### config.mk
export PLATFORM = sky130hd
export DESIGN_NAME = sup_rst_wdog
export DESIGN_NICKNAME = d
export VERILOG_FILES = /design/src/rtl/sup_pkg.sv /design/src/rtl/sup_tick_gen.sv /design/src/rtl/sup_edge_det.sv /design/src/rtl/sup_rst_ctl.sv /design/src/rtl/sup_wd_timer.sv /design/src/rtl/sup_rst_wdog.sv
export SDC_FILE = /design/constraint.sdc
export NUM_CORES = 1
export LEC_CHECK = 0
export BUFFER_PORTS_ARGS = -buffer_cell sky130_fd_sc_hd__buf_2
export CAP_MARGIN = 10
export CORE_ASPECT_RATIO = 1.75
export CORE_MARGIN = 1.5
export CORE_UTILIZATION = 45
export CTS_CLUSTER_SIZE = 30
export DETAILED_ROUTE_END_ITERATION = 7
export HOLD_SLACK_MARGIN = 0.03
export SLEW_MARGIN = 10
export SYNTH_ARGS = -nofsm -noshare
export SYNTH_HDL_FRONTEND = slang
export SYNTH_SLANG_ARGS = --single-unit
### constraint.sdc
create_clock -name clk -period 5.55 [get_ports clk]
set_input_delay 1.11 -clock clk [delete_from_list [all_inputs] [get_ports clk]]
set_output_delay 1.11 -clock clk [all_outputs]
set_load 0.02 [all_outputs]
### src/rtl/sup_pkg.sv
package sup_pkg;

  // Number of ticks in the reset active period for the selected timebase.
  function automatic int unsigned rst_ticks(input logic ext,
                                            input int unsigned int_ticks,
                                            input int unsigned ext_ticks);
    return ext ? ext_ticks : int_ticks;
  endfunction

  // Number of ticks in the watchdog timeout for the selected timebase and phase.
  function automatic int unsigned wd_ticks(input logic ext,
                                           input logic long_ph,
                                           input logic short_sel,
                                           input int unsigned s_ticks,
                                           input int unsigned l_ticks,
                                           input int unsigned en_ticks,
                                           input int unsigned el_ticks);
    if (ext) return long_ph ? el_ticks : en_ticks;
    return (long_ph || !short_sel) ? l_ticks : s_ticks;
  endfunction

  function automatic int unsigned max_of(input int unsigned a, input int unsigned b);
    return (a > b) ? a : b;
  endfunction

endpackage

### src/rtl/sup_tick_gen.sv
module sup_tick_gen #(
  parameter int unsigned MS_CYCLES = 50000
) (
  input  logic clk,
  input  logic rst_n,
  input  logic ext_mode,
  input  logic ext_tick,
  output logic tick_o
);
  logic int_tick;

  generate
    if (MS_CYCLES < 2) begin : g_direct
      assign int_tick = 1'b1;
    end else begin : g_pre
      localparam int PW = $clog2(MS_CYCLES);
      localparam logic [PW-1:0] LAST = PW'(MS_CYCLES - 1);
      logic [PW-1:0] pcnt;

      always_ff @(posedge clk or negedge rst_n) begin
        if (!rst_n) pcnt <= '0;
        else        pcnt <= (pcnt == LAST) ? '0 : pcnt + 1'b1;
      end
      assign int_tick = (pcnt == LAST);

      // the internal ticks are spaced by the prescaler, never back to back
      assert_tick_spacing_R10: assert property (@(posedge clk) disable iff (!rst_n)
        int_tick |=> !int_tick);
    end
  endgenerate

  assign tick_o = ext_mode ? ext_tick : int_tick;
endmodule

### src/rtl/sup_edge_det.sv
module sup_edge_det #(
  parameter int unsigned STAGES = 2
) (
  input  logic clk,
  input  logic rst_n,
  input  logic d_i,
  output logic tog_o
);
  logic [STAGES:0] sr;

  always_ff @(posedge clk or negedge rst_n) begin
    if (!rst_n) sr <= '0;
    else        sr <= {sr[STAGES-1:0], d_i};
  end

  // One pulse per change of the synchronized level
  assign tog_o = sr[STAGES] ^ sr[STAGES-1];
endmodule

### src/rtl/sup_rst_ctl.sv
module sup_rst_ctl
  import sup_pkg::*;
#(
  parameter int unsigned CNT_W   = 13,
  parameter int unsigned RST_MS  = 200,
  parameter int unsigned EXT_RST = 2048
) (
  input  logic clk,
  input  logic rst_n,
  input  logic supply_ok,
  input  logic tick,
  input  logic ext_mode,
  input  logic wd_fire,
  output logic busy_o
);
  logic [CNT_W-1:0] cnt;
  logic [CNT_W-1:0] last;
  logic             rst_end;

  assign last    = CNT_W'(rst_ticks(ext_mode, RST_MS, EXT_RST) - 1);
  assign rst_end = busy_o & supply_ok & tick & (cnt == last);

  always_ff @(posedge clk or negedge rst_n) begin
    if (!rst_n) begin
      busy_o <= 1'b1;
      cnt    <= '0;
    end else if (!supply_ok) begin
      busy_o <= 1'b1;
      cnt    <= '0;
    end else if (wd_fire && !busy_o) begin
      busy_o <= 1'b1;
      cnt    <= '0;
    end else if (rst_end) begin
      busy_o <= 1'b0;
      cnt    <= '0;
    end else if (busy_o && tick) begin
      cnt <= cnt + 1'b1;
    end
  end

  // a low supply always leaves the stretcher busy
  assert_supply_hold_R1: assert property (@(posedge clk) disable iff (!rst_n)
    !supply_ok |=> busy_o);
  // reset only ends on a tick with a good supply
  assert_release_tick_R2: assert property (@(posedge clk) disable iff (!rst_n)
    $fell(busy_o) |-> ($past(tick) && $past(supply_ok)));
  // a timeout outside reset starts a new pulse
  assert_fire_starts_R6: assert property (@(posedge clk) disable iff (!rst_n)
    (wd_fire && !busy_o) |=> busy_o);
endmodule

### src/rtl/sup_wd_timer.sv
module sup_wd_timer
  import sup_pkg::*;
#(
  parameter int unsigned CNT_W    = 13,
  parameter int unsigned SHORT_MS = 100,
  parameter int unsigned LONG_MS  = 1600,
  parameter int unsigned EXT_NORM = 1024,
  parameter int unsigned EXT_LONG = 4096
) (
  input  logic clk,
  input  logic rst_n,
  input  logic supply_ok,
  input  logic wd_off,
  input  logic tog_i,
  input  logic tick,
  input  logic busy,
  input  logic ext_mode,
  input  logic short_sel,
  output logic fire_o,
  output logic wd_n_o
);
  logic [CNT_W-1:0] cnt;
  logic [CNT_W-1:0] lim;
  logic             long_q;
  logic             run;

  assign run    = supply_ok & ~wd_off & ~busy;
  assign lim    = CNT_W'(wd_ticks(ext_mode, long_q, short_sel,
                                  SHORT_MS, LONG_MS, EXT_NORM, EXT_LONG) - 1);
  assign fire_o = run & ~tog_i & tick & (cnt == lim);

  always_ff @(posedge clk or negedge rst_n) begin
    if (!rst_n) begin
      cnt    <= '0;
      long_q <= 1'b1;
      wd_n_o <= 1'b1;
    end else if (!supply_ok) begin
      cnt    <= '0;
      long_q <= 1'b1;
      wd_n_o <= 1'b1;
    end else if (busy) begin
      cnt    <= '0;
      long_q <= 1'b1;
    end else if (wd_off) begin
      cnt <= '0;
    end else if (tog_i) begin
      cnt    <= '0;
      long_q <= 1'b0;
      wd_n_o <= 1'b1;
    end else if (tick) begin
      if (cnt == lim) begin
        cnt    <= '0;
        wd_n_o <= 1'b0;
      end else begin
        cnt <= cnt + 1'b1;
      end
    end
  end

  // a timeout latches the status low
  assert_fire_latch_R6: assert property (@(posedge clk) disable iff (!rst_n)
    fire_o |=> !wd_n_o);
  // a counted edge releases the status
  assert_edge_release_R6: assert property (@(posedge clk) disable iff (!rst_n)
    (tog_i && run) |=> wd_n_o);
  // a low supply forces the status high
  assert_supply_force_R8: assert property (@(posedge clk) disable iff (!rst_n)
    !supply_ok |=> wd_n_o);
  // the period right after reset is the long one
  assert_long_after_R4: assert property (@(posedge clk) disable iff (!rst_n)
    ($fell(busy) && supply_ok) |-> long_q);
endmodule

### src/rtl/sup_rst_wdog.sv
module sup_rst_wdog
  import sup_pkg::*;
#(
  parameter int unsigned MS_CYCLES = 50000,
  parameter int unsigned RST_MS    = 200,
  parameter int unsigned SHORT_MS  = 100,
  parameter int unsigned LONG_MS   = 1600,
  parameter int unsigned EXT_RST   = 2048,
  parameter int unsigned EXT_NORM  = 1024,
  parameter int unsigned EXT_LONG  = 4096,
  parameter int unsigned SYNC_STG  = 2
) (
  input  logic clk,
  input  logic rst_n,
  input  logic supply_ok,
  input  logic wd_in,
  input  logic wd_off,
  input  logic ext_mode,
  input  logic short_sel,
  input  logic ext_tick,
  output logic reset_n_o,
  output logic reset_o,
  output logic wd_stat_n,
  output logic line_ok_o
);
  localparam int unsigned MAX_T = max_of(max_of(max_of(RST_MS, LONG_MS), SHORT_MS),
                                         max_of(max_of(EXT_RST, EXT_LONG), EXT_NORM));
  localparam int unsigned CNT_W = $clog2(MAX_T + 1);

  // Named internal events
  logic tick;
  logic wd_tog;
  logic wd_fire;
  logic busy;

  sup_tick_gen #(.MS_CYCLES(MS_CYCLES)) u_tick (
    .clk(clk), .rst_n(rst_n), .ext_mode(ext_mode), .ext_tick(ext_tick), .tick_o(tick)
  );

  sup_edge_det #(.STAGES(SYNC_STG)) u_edge (
    .clk(clk), .rst_n(rst_n), .d_i(wd_in), .tog_o(wd_tog)
  );

  sup_rst_ctl #(.CNT_W(CNT_W), .RST_MS(RST_MS), .EXT_RST(EXT_RST)) u_rst (
    .clk(clk), .rst_n(rst_n), .supply_ok(supply_ok), .tick(tick),
    .ext_mode(ext_mode), .wd_fire(wd_fire), .busy_o(busy)
  );

  sup_wd_timer #(.CNT_W(CNT_W), .SHORT_MS(SHORT_MS), .LONG_MS(LONG_MS),
                 .EXT_NORM(EXT_NORM), .EXT_LONG(EXT_LONG)) u_wd (
    .clk(clk), .rst_n(rst_n), .supply_ok(supply_ok), .wd_off(wd_off),
    .tog_i(wd_tog), .tick(tick), .busy(busy), .ext_mode(ext_mode),
    .short_sel(short_sel), .fire_o(wd_fire), .wd_n_o(wd_stat_n)
  );

  assign reset_n_o = supply_ok & ~busy;
  assign reset_o   = ~reset_n_o;
  assign line_ok_o = supply_ok;

  // no timeout while disabled
  assert_off_quiet_R8: assert property (@(posedge clk) disable iff (!rst_n)
    wd_off |=> !$fell(wd_stat_n));
endmodule

==> results of run 1 <==
==> placed cells by master (no fill, tap or decap), types with 2 or more instances in the layout <==
master | netlist | routed
dfrtp_1 | 45 | 45
buf_2 | 2 | 11
clkbuf_8 | 0 | 5
a21oi_1 | 13 | 13
a21o_1 | 2 | 2
and3_1 | 4 | 4
nand2b_1 | 3 | 3
nor2_1 | 32 | 32
dfstp_2 | 3 | 3
nand4_1 | 10 | 10
buf_4 | 1 | 2
nor3b_1 | 3 | 3
xnor2_1 | 20 | 20
or4b_1 | 2 | 2
nand3_1 | 17 | 17
inv_1 | 3 | 3
nor2b_1 | 2 | 2
clkinvlp_4 | 0 | 2
nand4b_1 | 2 | 2
or3_1 | 5 | 5
ha_1 | 3 | 3
nand2_1 | 23 | 23
nor4b_2 | 2 | 2
xor2_1 | 10 | 10
nor3_1 | 9 | 9
nor4_1 | 5 | 5
o21ai_0 | 7 | 7
==> cell families (layout without fill, tap and decap cells) <==
group | count (synthesis) | count (layout) | synth area share, %
AOI/OAI and AO/OA | 34 | 34 | 9.05
xor gates and xnor gates | 30 | 30 | 10.4
adders and majority gates | 3 | 3 | 1.48
muxes | 1 | 1 | 0.396
buffers and inverters | 11 | 24 | 2.47
DFF | 48 | 48 | 47.6
and+or+nand+nor | 130 | 130 | 28.6
==> registers in the layout (all words and copies together), names as in the netlist <==
name,count
u_edge.sr,3
u_rst.busy_o,1
u_rst.cnt,13
u_tick.g_pre.pcnt,16
u_wd.cnt,13
u_wd.long_q,1
u_wd.wd_n_o,1
==> cell type report <==
class,instances,share of cell area [%]
inverter,3,0.412
clock inverter,3,0.869
multi-input combinational,198,46.1
clock buffer,5,2.51
timing repair buffer,13,2.56
tap,76,3.48
sequential,48,44.0
==> critical path: cells and delay by family <==
kind	cells	cell delay, ns
AOI/OAI and AO/OA	3	1.28
and+or+nand+nor	3	0.78
buffers and inverters	1	0.18
==> where the power goes <==
part           leakage (uW)  internal [uW]  total (uW)  switching [uW]
Sequential         0.000638            352         353            1.32
Combinational      0.000402           7.31        25.8            18.4
Clock             0.0000404           89.4         215             125
Total               0.00108            448         593             145
==> path summary, 6_finish.rpt <==
check                                          start  slack [ns]                    to
worst max-delay path                        ext_mode        2.37          u_rst.cnt[7]
worst min-delay path                    u_edge.sr[0]        0.36          u_edge.sr[1]
worst max register to register  u_tick.g_pre.pcnt[5]        2.88          u_rst.cnt[7]
worst min register to register          u_edge.sr[0]        0.36          u_edge.sr[1]
max in group asynchronous                      rst_n        4.25  u_tick.g_pre.pcnt[7]
min in group asynchronous                      rst_n        0.89          u_rst.cnt[8]
==> layer usage <==
| metal | up-vias | GRT usage [%] | share of wire [%] |
|---|---|---|---|
| met5 | - | 0 | 0 |
| met3 | 12 | 3.16 | 2.6 |
| met4 | 0 | 8.21 | 2.9 |
| li1 | 941 | - | - |
| met1 | 936 | 21.7 | 39 |
| met2 | 24 | 34.6 | 55 |
==> per-stage QoR <==
| step | power (uW) | area [sq um] | cells |
|---|---|---|---|
| 4_1_cts | 602 | 2740 | 346 |
| 3_5_place_dp | 386 | 2640 | 338 |
| 2_1_floorplan | 374 | 2530 | 257 |
| 5_1_grt | 614 | 2740 | 346 |
| 3_3_place_gp | 386 | 2640 | 338 |
| 6_report | 593 | 2740 | 346 |
==> flow_summary.ini, run 1 <==
[outcome]
status = finished, final reports clean

[clock_tree]
numCtsBuffers = 5
path_clk_slew_ns = 0.10
clock_path_buffers = 2
cts_tree = yes
htreeDepth = 2
postCtsHoldBufs = 0
clkSinkCount = 48
cts_setup_buffers = 0
insertion_delay_ns = 0.31
cts_resized = 0
cts_root_buf = clkbuf_8

[die]
initial_core_util_pct = 46.0
die_h_um = 102
core_sq_mm = 0.00550
num_io_pins = 12
dieArea_sq_mm = 0.00610
rows = 36
dieWidth_um = 59.7

[logic_synthesis]
synth_seq_cells = 48
avgSynthCellArea_sq_um = 9.84
synth_edf_count = 0
syn_nets = 268
synthCells = 257
synth-seq-area-share_pct = 47.6
synthTopCellsByArea = dfrtp_1 45%, xnor2_1 6.9%, nor2_1 4.7%
yosysUniqueCellTypes = 51
synth_top_area_share_pct = 44.5
yosysMostFrequentCell = dfrtp_1
synth_common_cells = 45 x dfrtp_1, 32 x nor2_1, 23 x nand2_1
yosys.area.top_type = dfrtp_1
synthArstFlopShare_pct = 100
ys.flop_type = dfrtp_1
yosys_warnings = 0
netlist_area_sq_mm = 0.00253

[critical_path]
worstSetupPathType = input pin to flip-flop
crit_fanout = 13
cp_cell_sequence = buf_2 -> or3_1 -> a2111oi_0 -> o211ai_1 -> nand2b_1 -> o211ai_2 -> nor2_1
critPathArrivalTime_ns = 3.35
endpoint_kind = flip-flop
cp_slowest_cell = o211ai_2
critPathMaxStageDelay_ns = 0.46
rr_worst_depth = 6
critPathLaunchType = input pin
required_ns = 5.72

[timing]
drv_slew = 0
setup_viol = 0
hold_viol_final = 0
finalCriticalPeriod_ns = 3.18
slew-limit-headroom_pct = 38.6
worst_pin_slew_ns = 0.916
grt_setup_unrepaired = false
tns_ns = 0
min_period_over_period_pct = 57.3
clock_skew_ns = 0.0128
fmax_mhz = 314
fin_hold_ws_ns = 0.359
setup_ws_ns = 2.37

[routing]
viasPerCell = 5.53
route.detailed.drc = 0
vias = 1913
ant_nets = 0
first_pass_iters = 4
finalWirelength_um = 5160
routedWlPerCell_um = 14.9
drtIter0Drc = 86

[worst_hold_path]
hold_class = flip-flop to flip-flop
whs_path_depth = 0

[power_and_ir_drop]
cellPowerDensity_mw_per_mm2 = 217
peakVddDrop_mv = 0.160
p_leak_uw = 0.00108

[cells_and_area]
nets = 280
multi_input_area_sq_mm = 0.00126
fin_util_pct = 49.8
fillers = 540
layout-drive-gt1-share_pct = 13.0
antennaDiodeCount = 0
seq_area_sq_mm = 0.00120
syn2layout_area_growth_pct = 8.16

[global_routing]
grt_usage_pct = 19.3
grt_first_pass_wirelength_um = 8870
grt_start_max_net_pins = 49
gr-total-overflow = 0
antenna_found_initial = 0
grt_pass1_vias = 1940

[placed_design]
gp_congestion = 0.868
io_buffer_count = 11
hpwl_um = 3650
place_ws_ns = 2.03

[job]
maxCapViolations = 0
No activity file was read; power rests on OpenSTA's default activity.
==> run 2, diff against run 1 <==
==> constraint.sdc (replaced) <==
create_clock -name clk -period 2.9 [get_ports clk]
set_input_delay 0.58 -clock clk [delete_from_list [all_inputs] [get_ports clk]]
set_output_delay 0.58 -clock clk [all_outputs]
set_load 0.02 [all_outputs]
==> run 2 against run 1 <==
Non-clock buffer count increased by 3; worst setup slack got worse by 2.0 ns; critical path type is now flip-flop to flip-flop; count of clock-buffer cells in the layout is the same; critical endpoint is now u_rst.cnt[11]; register-to-register slack got worse by 2.5 ns; largest cell class unchanged; cell area grew 0.64%; utilization grew 0.32 points; power rose by 89%; cell count grew 0.87%.
==> flow_summary.ini, run 2 (synthesized netlist as in run 1, its figures left out) <==
[routing]
viasPerCell = 5.45
routedWlPerCell_um = 15.2
route.detailed.drc = 0
finalWirelength_um = 5290
vias = 1903
drtIter0Drc = 114
ant_nets = 0
first_pass_iters = 4

[die]
core_sq_mm = 0.00550
rows = 36
num_io_pins = 12
initial_core_util_pct = 46.0
dieArea_sq_mm = 0.00610
die_h_um = 102
dieWidth_um = 59.7

[timing]
setup_ws_ns = 0.357
min_period_over_period_pct = 87.7
worst_pin_slew_ns = 0.624
finalCriticalPeriod_ns = 2.54
drv_slew = 0
hold_viol_final = 0
setup_viol = 0
slew-limit-headroom_pct = 58.4
grt_setup_unrepaired = false
tns_ns = 0
fmax_mhz = 393
fin_hold_ws_ns = 0.360
clock_skew_ns = 0.00728

[global_routing]
grt_start_max_net_pins = 49
grt_pass1_vias = 1812
grt_usage_pct = 19.2
antenna_found_initial = 0
grt_first_pass_wirelength_um = 8910
gr-total-overflow = 0

[placed_design]
hpwl_um = 3750
place_ws_ns = 0.208
io_buffer_count = 11
place_area_sq_mm = 0.00267
gp_congestion = 0.825

[power_and_ir_drop]
p_leak_uw = 0.00110
cellPowerDensity_mw_per_mm2 = 408
finalPower_uw = 1120
peakVddDrop_mv = 0.274

[critical_path]
critPathMaxStageDelay_ns = 0.58
required_ns = 3.07
endpoint_kind = flip-flop
cp_cell_sequence = or4b_4 -> nor3_4 -> a21boi_2 -> or4_4 -> o211ai_2 -> nor2_1
cp_slowest_cell = or4b_4
worstSetupPathType = flip-flop to flip-flop
critPathLaunchType = flip-flop
crit_fanout = 11
critPathArrivalTime_ns = 2.71

[clock_tree]
numCtsBuffers = 5
clkSinkCount = 48
cts_tree = yes
cts_resized = 0
htreeDepth = 2
insertion_delay_ns = 0.30
postCtsHoldBufs = 0
path_clk_slew_ns = 0.09
cts_root_buf = clkbuf_8
cts_setup_buffers = 0
clock_path_buffers = 2

[worst_hold_path]
hold_class = input pin to asynchronous set/reset pin

[cells_and_area]
final_common_cell = dfrtp_1
antennaDiodeCount = 0
reg_top3 = u_tick.g_pre.pcnt: 16 flops, u_rst.cnt: 13 flops, u_wd.cnt: 13 flops
fin_area_sq_mm = 0.00275
mostFrequentLayoutCells = 45 x dfrtp_1, 32 x nor2_1, 23 x nand2_1
nets = 283
layout-drive-gt1-share_pct = 13.9
syn2layout_area_growth_pct = 8.85
regMostFlops = u_tick.g_pre.pcnt
largest_reg_flops = 16

[job]
maxCapViolations = 0

[outcome]
status = finished, final reports clean
## run 2: final cells by class
class                           instances  area, sq um
Timing Repair Buffer                   16         92.6
Sequential cell                        48         1200
Fill cell                             536         2740
Tap cell                               76         95.1
Clock buffer                            5         68.8
Multi-Input combinational cell        198         1260
Clock inverter                          3         18.8
Inverter                                3         11.3
## run 2: final timing paths
path	slack (ns)	endpoint	cells past startpoint	from
setup / recovery	0.36	u_rst.cnt[11]	6	u_tick.g_pre.pcnt[5]
hold / removal	0.36	u_rst.cnt[5]	2	rst_n
setup reg to reg	0.36	u_rst.cnt[11]	6	u_tick.g_pre.pcnt[5]
hold reg to reg	0.36	u_edge.sr[1]	0	u_edge.sr[0]
max in group asynchronous	2.11	u_tick.g_pre.pcnt[15]	2	rst_n
min in group clk	0.36	u_edge.sr[1]	0	u_edge.sr[0]
## run 2: power breakdown
part,switching (uW),internal (uW),leakage (uW),total (uW)
logic,36.0,14.8,0.000415,50.8
registers,2.40,673,0.000638,675
clock network,228,168,0.0000479,397
total,267,856,0.00110,1120
## run 2: layer usage
| layer | up-vias | GRT usage (%) | wire length [um] |
|---|---|---|---|
| met4 | 0 | 8.03 | 116 |
| met5 | - | 0 | 0 |
| met1 | 917 | 23.5 | 2280 |
| li1 | 945 | - | - |
| met3 | 11 | 2.28 | 121 |
| met2 | 30 | 33.4 | 2780 |
## run 2: critical path: cells and delay by family, from the launching register on
family,cells,cell delay (ns)
compound gates,2,0.44
flops,1,0.44
simple gates,4,1.53
## run 2: through the flow
stage | util (%) | instances
2_1_floorplan | - | 257
3_3_place_gp | 48.5 | 341
3_5_place_dp | 48.5 | 341
4_1_cts | 50.1 | 349
5_1_grt | 50.1 | 349
6_report | 50.1 | 349
==> run 3, diff against run 2 <==
==> constraint.sdc (replaced) <==
create_clock -name clk -period 3.3 [get_ports clk]
set_input_delay 0.66 -clock clk [delete_from_list [all_inputs] [get_ports clk]]
set_output_delay 0.66 -clock clk [all_outputs]
set_load 0.02 [all_outputs]
==> run 3 against run 2 <==
Global-route usage shrank 0.17 points; sequential share of layout area down 0.12 points; utilization grew 0.14 points; register-to-register slack gained 0.32 ns; worst setup slack improved by 0.32 ns; flip-flop and latch count unchanged; largest cell class unchanged; largest power group unchanged.
==> flow_summary.ini, run 3 (synthesized netlist as in run 1, its figures left out) <==
[timing]
hold_viol_final = 0
slew-limit-headroom_pct = 38.0
setup_viol = 0
tns_ns = 0
grt_setup_unrepaired = false
drv_slew = 0
finalCriticalPeriod_ns = 2.62
setup_ws_ns = 0.679
min_period_over_period_pct = 79.4
clock_skew_ns = 0.00980
fmax_mhz = 382
worst_pin_slew_ns = 0.924

[global_routing]
grt_usage_pct = 19.1
antenna_found_initial = 0
grt_first_pass_wirelength_um = 8760
gr-total-overflow = 0
grt_start_max_net_pins = 31
grt_pass1_vias = 1908

[critical_path]
cp_top_family = simple AND/OR/NAND/NOR gates
reg2reg_slack_ns = 0.68
cp_cell_sequence = or4b_4 -> nor3_4 -> a21boi_2 -> or4_4 -> o211ai_2 -> nor2_1
critPathLaunchType = flip-flop
crit_fanout = 21
critPathMaxStageDelay_ns = 0.61
required_ns = 3.47
path_buf_inv = 0
worstSetupPathType = flip-flop to flip-flop
cp_slowest_cell = or4_4
endpoint_kind = flip-flop
critPathArrivalTime_ns = 2.79
worstReg2RegEnd = u_rst.cnt[10]
r2r-start = u_tick.g_pre.pcnt[5]
rr_worst_depth = 6

[clock_tree]
clock_path_buffers = 2
clkSinkCount = 48
postCtsHoldBufs = 0
cts_resized = 0
insertion_delay_ns = 0.30
cts_tree = yes
cts_root_buf = clkbuf_8
path_clk_slew_ns = 0.08
numCtsBuffers = 5
htreeDepth = 2
cts_setup_buffers = 0

[power_and_ir_drop]
p_leak_uw = 0.00110
peakVddDrop_mv = 0.256
finalPower_uw = 1050
cellPowerDensity_mw_per_mm2 = 379

[die]
dieWidth_um = 59.7
core_sq_mm = 0.00550
rows = 36
num_io_pins = 12
initial_core_util_pct = 46.0
die_h_um = 102
dieArea_sq_mm = 0.00610

[worst_hold_path]
hold_class = flip-flop to flip-flop
whs_path_depth = 0
worstHoldEndpoint = u_edge.sr[1]
hp-start = u_edge.sr[0]

[cells_and_area]
mostFrequentLayoutCells = 45 x dfrtp_1, 32 x nor2_1, 23 x nand2_1
regMostFlops = u_tick.g_pre.pcnt
antennaDiodeCount = 0
largest_reg_flops = 16
nets = 282
reg_top3 = u_tick.g_pre.pcnt: 16 flops, u_rst.cnt: 13 flops, u_wd.cnt: 13 flops
layout-drive-gt1-share_pct = 12.9
fillers = 552
fin_cells = 347
syn2layout_area_growth_pct = 9.15
final_common_cell = dfrtp_1

[placed_design]
dp.cells = 340
io_buffer_count = 11
gp_congestion = 0.844
place_ws_ns = 0.583
hpwl_um = 3790

[routing]
drtIter0Drc = 68
ant_nets = 0
vias = 1884
route.detailed.drc = 0
routedWlPerCell_um = 14.9
finalWirelength_um = 5170
viasPerCell = 5.43
first_pass_iters = 6

[outcome]
status = finished, final reports clean

[job]
maxCapViolations = 0
[run 3: layout make-up]
type                       instances  area [sq um]  area share [%]
sequential                        48          1200            43.6
tap                               76          95.1            3.44
clock buffer                       6          72.6            2.63
inverter                           3          11.3           0.408
timing repair buffer              15          85.1            3.08
multi-input combinational        198          1260            45.7
clock inverter                     1          30.0            1.09
[run 3: routing by layer]
metal,track usage [%],wire [um]
met3,2.66,101
met1,21.2,2130
met2,34.3,2770
met4,9.23,163
met5,0,0
[run 3: where the power goes]
group | switching [uW] | leakage, uW | internal, uW | total, uW
combinational | 31.7 | 0.000411 | 13.0 | 44.6
sequential | 2.19 | 0.000638 | 591 | 593
clock | 188 | 0.0000513 | 222 | 410
[run 3: worst max path at each step]
stage | end | from | depth (start not counted)
6_report | u_rst.cnt[10] | u_tick.g_pre.pcnt[5] | 6
3_3_place_gp | u_rst.cnt[9] | ext_mode | 7
3_5_place_dp | u_rst.cnt[8] | ext_mode | 7
5_1_grt | u_rst.cnt[1] | u_tick.g_pre.pcnt[0] | 7
2_1_floorplan | u_rst.cnt[10] | ext_mode | 7
4_1_cts | u_rst.cnt[10] | u_tick.g_pre.pcnt[5] | 6
[run 3: metrics by stage]
stage	util, %	area (sq um)	hold slack (ns)
floorplan	-	2530	0.331
global placement	48.4	2660	0.335
detailed placement	48.4	2660	0.345
CTS	50.3	2760	0.365
global route	50.3	2760	0.369
finish	50.3	2760	0.357
